**src/rtl/wpc_pkg.sv**
```systemverilog
package wpc_pkg;

  localparam int unsigned MAX_SHIFT = 11;
  localparam int unsigned SHIFT_W   = 4;

  localparam logic [1:0] RATE_SLOW = 2'b00;
  localparam logic [1:0] RATE_MID  = 2'b01;
  localparam logic [1:0] RATE_FAST = 2'b10;
  localparam logic [1:0] RATE_TEST = 2'b11;

  typedef enum logic [1:0] {
    DIR_NOMINAL = 2'd0,
    DIR_EARLY   = 2'd1,
    DIR_LATE    = 2'd2
  } dir_e;

  typedef struct packed {
    logic               legal;
    logic [SHIFT_W-1:0] units;
  } shift_t;

  // Shift in ticks for an amount code at a data rate. An illegal combination gives zero.
  function automatic shift_t shift_lookup(input logic [2:0] amt, input logic [1:0] rate);
    shift_t s;
    s.legal = 1'b1;
    s.units = '0;
    unique case (rate)
      RATE_SLOW: begin
        if (amt == 3'd0)       s.units = 4'd0;
        else if (amt <= 3'd5)  s.units = {1'b0, amt} + 4'd2;
        else if (amt == 3'd6)  s.units = 4'd9;
        else                   s.units = 4'd11;
      end
      RATE_MID: s.units = {1'b0, amt};
      RATE_FAST: begin
        if (amt <= 3'd5) s.units = {1'b0, amt};
        else             s.legal = 1'b0;
      end
      default: s.legal = 1'b0;
    endcase
    return s;
  endfunction

  // Direction of the shift. Conflicting or absent requests give nominal timing.
  function automatic dir_e pick_dir(input logic early, input logic late);
    dir_e d;
    unique case ({early, late})
      2'b10:   d = DIR_EARLY;
      2'b01:   d = DIR_LATE;
      default: d = DIR_NOMINAL;
    endcase
    return d;
  endfunction

  // Ticks added on top of the base delay.
  function automatic logic [SHIFT_W:0] extra_ticks(input dir_e d, input logic [SHIFT_W-1:0] u);
    logic [SHIFT_W:0] x;
    unique case (d)
      DIR_EARLY: x = '0;
      DIR_LATE:  x = {u, 1'b0};
      default:   x = {1'b0, u};
    endcase
    return x;
  endfunction

endpackage

```
**src/rtl/wpc_edge_gate.sv**
```systemverilog
module wpc_edge_gate (
  input  logic clk,
  input  logic rst_n,
  input  logic wr_in,
  input  logic busy,
  output logic accept,
  output logic overrun
);

  logic wr_q;
  logic rise;

  assign rise   = wr_in && !wr_q;
  assign accept = rise && !busy;

  always_ff @(posedge clk or negedge rst_n) begin
    if (!rst_n) begin
      wr_q    <= 1'b0;
      overrun <= 1'b0;
    end else begin
      wr_q    <= wr_in;
      overrun <= rise && busy;
    end
  end

endmodule

```
**src/rtl/wpc_delay_sel.sv**
```systemverilog
module wpc_delay_sel
  import wpc_pkg::*;
#(
  parameter int unsigned BASE_TICKS   = 4,
  parameter int unsigned SAMPLE_TICKS = 2,
  parameter int unsigned CNT_W        = 6
) (
  input  logic             clk,
  input  logic             rst_n,
  input  logic             busy,
  input  logic [CNT_W-1:0] cnt,
  input  logic             early_req,
  input  logic             late_req,
  input  logic [2:0]       amt_sel,
  input  logic [1:0]       rate_sel,
  output logic             sample_stb,
  output logic [CNT_W-1:0] tgt,
  output logic             cfg_err
);

  shift_t sh;
  dir_e   dir;
  logic   bad;

  always_comb begin
    sh  = shift_lookup(amt_sel, rate_sel);
    dir = pick_dir(early_req, late_req);
    bad = !sh.legal || (early_req && late_req);
  end

  assign sample_stb = busy && (cnt == CNT_W'(SAMPLE_TICKS));

  always_ff @(posedge clk or negedge rst_n) begin
    if (!rst_n) begin
      tgt     <= '0;
      cfg_err <= 1'b0;
    end else begin
      cfg_err <= sample_stb && bad;
      if (sample_stb) begin
        tgt <= CNT_W'(BASE_TICKS) + CNT_W'(extra_ticks(dir, sh.units));
      end
    end
  end

endmodule

```
**src/rtl/wpc_pulse_gen.sv**
```systemverilog
module wpc_pulse_gen #(
  parameter int unsigned PULSE_TICKS = 6,
  parameter int unsigned CNT_W       = 6
) (
  input  logic             clk,
  input  logic             rst_n,
  input  logic             accept,
  input  logic [CNT_W-1:0] tgt,
  output logic             busy,
  output logic [CNT_W-1:0] cnt,
  output logic             wr_out,
  output logic             fire
);

  localparam int unsigned PW_W = $clog2(PULSE_TICKS + 1);

  logic [PW_W-1:0] wcnt;

  assign fire = busy && !wr_out && (cnt == tgt);

  always_ff @(posedge clk or negedge rst_n) begin
    if (!rst_n) begin
      busy   <= 1'b0;
      cnt    <= '0;
      wr_out <= 1'b0;
      wcnt   <= '0;
    end else begin
      if (accept) begin
        busy <= 1'b1;
        cnt  <= CNT_W'(1);
      end else if (busy && !wr_out) begin
        cnt <= cnt + CNT_W'(1);
      end
      if (fire) begin
        wr_out <= 1'b1;
        wcnt   <= PW_W'(1);
      end else if (wr_out) begin
        if (wcnt == PW_W'(PULSE_TICKS)) begin
          wr_out <= 1'b0;
          busy   <= 1'b0;
        end else begin
          wcnt <= wcnt + PW_W'(1);
        end
      end
    end
  end

endmodule

```
**src/rtl/wpc_shifter.sv**
```systemverilog
module wpc_shifter
  import wpc_pkg::*;
#(
  parameter int unsigned BASE_TICKS   = 4,
  parameter int unsigned SAMPLE_TICKS = 2,
  parameter int unsigned PULSE_TICKS  = 6
) (
  input  logic       clk,
  input  logic       rst_n,
  input  logic       wr_in,
  input  logic       early_req,
  input  logic       late_req,
  input  logic [2:0] amt_sel,
  input  logic [1:0] rate_sel,
  output logic       wr_out,
  output logic       cfg_err,
  output logic       overrun
);

  // The base delay must exceed the sample point, so that the target is known before it is needed.
  localparam int unsigned EFF_BASE = (BASE_TICKS > SAMPLE_TICKS) ? BASE_TICKS : SAMPLE_TICKS + 1;
  localparam int unsigned MAX_D    = EFF_BASE + 2 * MAX_SHIFT + 2;
  localparam int unsigned CNT_W    = $clog2(MAX_D + 1);

  logic             accept;
  logic             busy;
  logic             fire;
  logic             sample_stb;
  logic [CNT_W-1:0] cnt;
  logic [CNT_W-1:0] tgt;

  wpc_edge_gate u_edge (
    .clk     (clk),
    .rst_n   (rst_n),
    .wr_in   (wr_in),
    .busy    (busy),
    .accept  (accept),
    .overrun (overrun)
  );

  wpc_delay_sel #(
    .BASE_TICKS   (EFF_BASE),
    .SAMPLE_TICKS (SAMPLE_TICKS),
    .CNT_W        (CNT_W)
  ) u_sel (
    .clk        (clk),
    .rst_n      (rst_n),
    .busy       (busy),
    .cnt        (cnt),
    .early_req  (early_req),
    .late_req   (late_req),
    .amt_sel    (amt_sel),
    .rate_sel   (rate_sel),
    .sample_stb (sample_stb),
    .tgt        (tgt),
    .cfg_err    (cfg_err)
  );

  wpc_pulse_gen #(
    .PULSE_TICKS (PULSE_TICKS),
    .CNT_W       (CNT_W)
  ) u_pulse (
    .clk    (clk),
    .rst_n  (rst_n),
    .accept (accept),
    .tgt    (tgt),
    .busy   (busy),
    .cnt    (cnt),
    .wr_out (wr_out),
    .fire   (fire)
  );

endmodule

```
**config.mk**
```make
export PLATFORM = sky130hd
export DESIGN_NAME = wpc_shifter
export DESIGN_NICKNAME = d
export VERILOG_FILES = /design/src/rtl/wpc_pkg.sv /design/src/rtl/wpc_edge_gate.sv /design/src/rtl/wpc_delay_sel.sv /design/src/rtl/wpc_pulse_gen.sv /design/src/rtl/wpc_shifter.sv
export SDC_FILE = /design/constraint.sdc
export NUM_CORES = 1
export LEC_CHECK = 0
export BUFFER_PORTS_ARGS = -buffer_cell sky130_fd_sc_hd__buf_2
export CAP_MARGIN = 0
export CORE_UTILIZATION = 45
export CTS_CLUSTER_SIZE = 24
export DETAILED_ROUTE_END_ITERATION = 10
export PLACE_DENSITY = 0.7
export SETUP_SLACK_MARGIN = 0.2
export SYNTH_ARGS = -nofsm -noshare
export SYNTH_HDL_FRONTEND = slang
export SYNTH_SLANG_ARGS = --single-unit
```
**constraint.sdc**
```tcl
create_clock -name clk -period 2.55 [get_ports clk]
set_clock_uncertainty 0.15 [all_clocks]
set_input_delay 0 -clock clk [delete_from_list [all_inputs] [get_ports clk]]
set_output_delay 0 -clock clk [all_outputs]
set_load 0.1 [all_outputs]
```
==> flow_summary.toml <==
[status]
status = "finished clean"

[logic_synthesis]
postSynthCellCount = 119
ys_seq_area_share_pct = 40.1
syn-cell-area_mm2 = 0.00112
yosys.area.top_type = "dfrtp_1"
yosys_register_bits = 18
synth_nets = 138
netlist.area_leader.share_pct = 40.1
yosysWarnings = 0
syn_avg_cell_area_um2 = 9.44
synth_area_leaders = "dfrtp_1 (40%), ha_1 (10%), nand2_1 (6.0%), o21ai_1 (3.1%), xnor2_1 (3.1%)"
ys_types = 38

[grt]
grt_antenna_before_repair = 0
grt_overflow = 0
grtUsageTotal_pct = 19.5
first_global_vias = 931
grt_max_degree = 19
grt_pass1_wl_um = 3840

[clocking]
clkSlewWorstSetupHoldPaths_ns = 0.10
ctsResizeCount = 0
cts_root_buffer = "clkbuf_4"
clock_latency_ns = 0.28
clock_sinks = 18
h-tree-depth = 1
clk_path_buf_depth = 2
cts_buffers = 3
cts_tree = "built"

[die]
core_area_mm2 = 0.00228
die-area_mm2 = 0.00270
dieWidth_um = 52.0
start_util_pct = 49.4
rows = 17
die_h_um = 52.0
io_pins = 13

[critical_path]
cp_max_fo = 7
startpoint_type = "primary input"
worstPathArrival_ns = 2.07
cp_data_required_time_ns = 2.57
r2r_slack_ns = 0.74
endpoint_kind = "flop"
criticalPathCategory = "in2reg"

[placed_design]
placed_area_mm2 = 0.00121
hpwl_um = 1600
portBuffers = 12
globalplace.congestion = 0.803
place_inst = 157

[finish]
nets = 159
antenna_cells = 0
final_cell_mix = "nand2_1 (18), dfrtp_1 (18), buf_2 (12)"
fin_util_pct = 57.4
stdcell_count = 167
synthToLayoutAreaGrowth_pct = 16.3
fill_cells = 198
postLayoutCellArea_mm2 = 0.00131
drive_above_1_share_pct = 15.8

[pwr]
powerDensity_mw_per_mm2 = 962
max-vdd-ir-drop_uv = 425
power_mw = 1.26
p_leak_nw = 0.628

[timing]
setup_tns_ns = 0
period_share_pct = 80.2
rsz0062_at_grt = "no"
fin_crit_ns = 2.05
worst_pin_slew_ns = 0.527
max_clock_freq_mhz = 489
finalHoldViolCount = 0
drv_slew = 0
slew_headroom_pct = 64.8
finalSetupViolCount = 0

[drt]
drcViolationCount = 0
wl_um = 2030
vias = 915
avgViaCountPerCell = 5.48
ant_nets = 0
drt_iter0_markers = 10
firstDrtPassIters = 4
wl_per_cell_um = 12.2

[flow_run]
max_cap_violations = 0

[hold_path]
hp-class = "in2async"
==> final timing paths <==
check,to,startpoint,cells after the start
setup / recovery,u_sel.tgt[4]$_DFFE_PN0P_,amt_sel[2],11
hold / removal,u_pulse.cnt[2]$_DFFE_PN0P_,rst_n,2
setup reg to reg,u_sel.tgt[1]$_DFFE_PN0P_,u_pulse.cnt[0]$_DFFE_PN0P_,7
hold reg to reg,u_pulse.busy$_DFF_PN0_,u_pulse.wcnt[2]$_DFFE_PN0P_,1
max in group asynchronous,u_pulse.wcnt[1]$_DFFE_PN0P_,rst_n,2
min in group clk,u_sel.tgt[1]$_DFFE_PN0P_,late_req,4
==> power by group <==
group          internal [mW]  switching, mW  leakage [nW]
combinational          0.225          0.323         0.388
clock                 0.0868         0.0818        0.0210
sequential             0.408          0.133         0.218
==> final cells by class <==
class | instances | area [um^2] | share of cell area, %
Multi-Input combinational cell | 92 | 638 | 48.9
Inverter | 7 | 26.3 | 2.01
Clock buffer | 4 | 36.3 | 2.78
Sequential cell | 18 | 450 | 34.5
Tap cell | 28 | 35.0 | 2.68
Timing Repair Buffer | 18 | 120 | 9.20
==> synth_stat cells <==
cell       count
nand2b_1       1
xor2_1         4
o21bai_1       2
nor2_1         6
a221o_1        1
o22ai_1        2
and2_1         1
a2bb2oi_2      1
nor3b_2        1
a21oi_2        1
mux2i_1        2
a21boi_4       1
or2_1          1
nor2b_1        3
clkbuf_1       1
nor4_2         1
nand4_1        3
nor3_1         2
o21ai_1        7
and3_1         1
o21ba_1        1
buf_2          1
dfrtp_1       18
a31oi_1        1
o211ai_1       1
nand3_1        5
and3b_1        1
or4_1          1
and4b_1        1
o22a_1         1
nand2_1       18
xnor2_1        4
inv_1          7
o21a_1         1
ha_1           9
a21oi_1        5
nor3_2         1
nor4_1         1
==> flip-flops by register name, indices dropped and copies added (netlist names) <==
signal	count
u_edge.overrun	1
u_edge.wr_q	1
u_pulse.busy	1
u_pulse.cnt	5
u_pulse.wcnt	3
u_pulse.wr_out	1
u_sel.cfg_err	1
u_sel.tgt	5
==> worst max-delay path, cell delays in order <==
cell           delay [ns]
dlygate4sd3_1        0.53
buf_2                0.16
ha_1                 0.22
a21oi_2              0.20
o21ai_1              0.13
mux2i_1              0.18
a2bb2oi_2            0.10
o22ai_1              0.15
ha_1                 0.19
xnor2_1              0.13
o21ai_1              0.07
==> routing by layer <==
layer  global-route usage, %  wire length [um]  vias up
met5                       0                 0        -
met4                    9.46                27        0
met3                    2.63                42        2
met2                    35.7              1080       14
met1                    21.8               882      439
li1                        -                 -      460
==> kinds of logic (layout without fill, tap and decap cells) <==
kind of cell / count (synthesis) / in the layout / share of synthesized area [%]
AOI/OAI and AO/OA: 25 / 25 / 16.0
xor gates and xnor gates: 8 / 8 / 6.24
adders and majority gates: 9 / 9 / 10.0
buffers and inverters: 9 / 29 / 3.12
DFF: 18 / 18 / 40.1
muxes: 2 / 2 / 1.78
and+or+nand+nor: 48 / 48 / 22.7
==> metrics by stage <==
step / hold slack (ns) / setup slack [ns]
2_1_floorplan: -0.446 / 0.703
3_5_place_dp: -0.203 / 0.709
5_1_grt: 0.0314 / 0.328
3_3_place_gp: -0.205 / 0.768
6_report: 0.0102 / 0.505
4_1_cts: 0.0146 / 0.520
==> what timing repair did <==
item / CTS / global route
hold buffers: 6 / 0
hold endpoints to repair: 25 / 0
buffers inserted: 0 / 0
No activity file was read; power rests on OpenSTA's default activity.
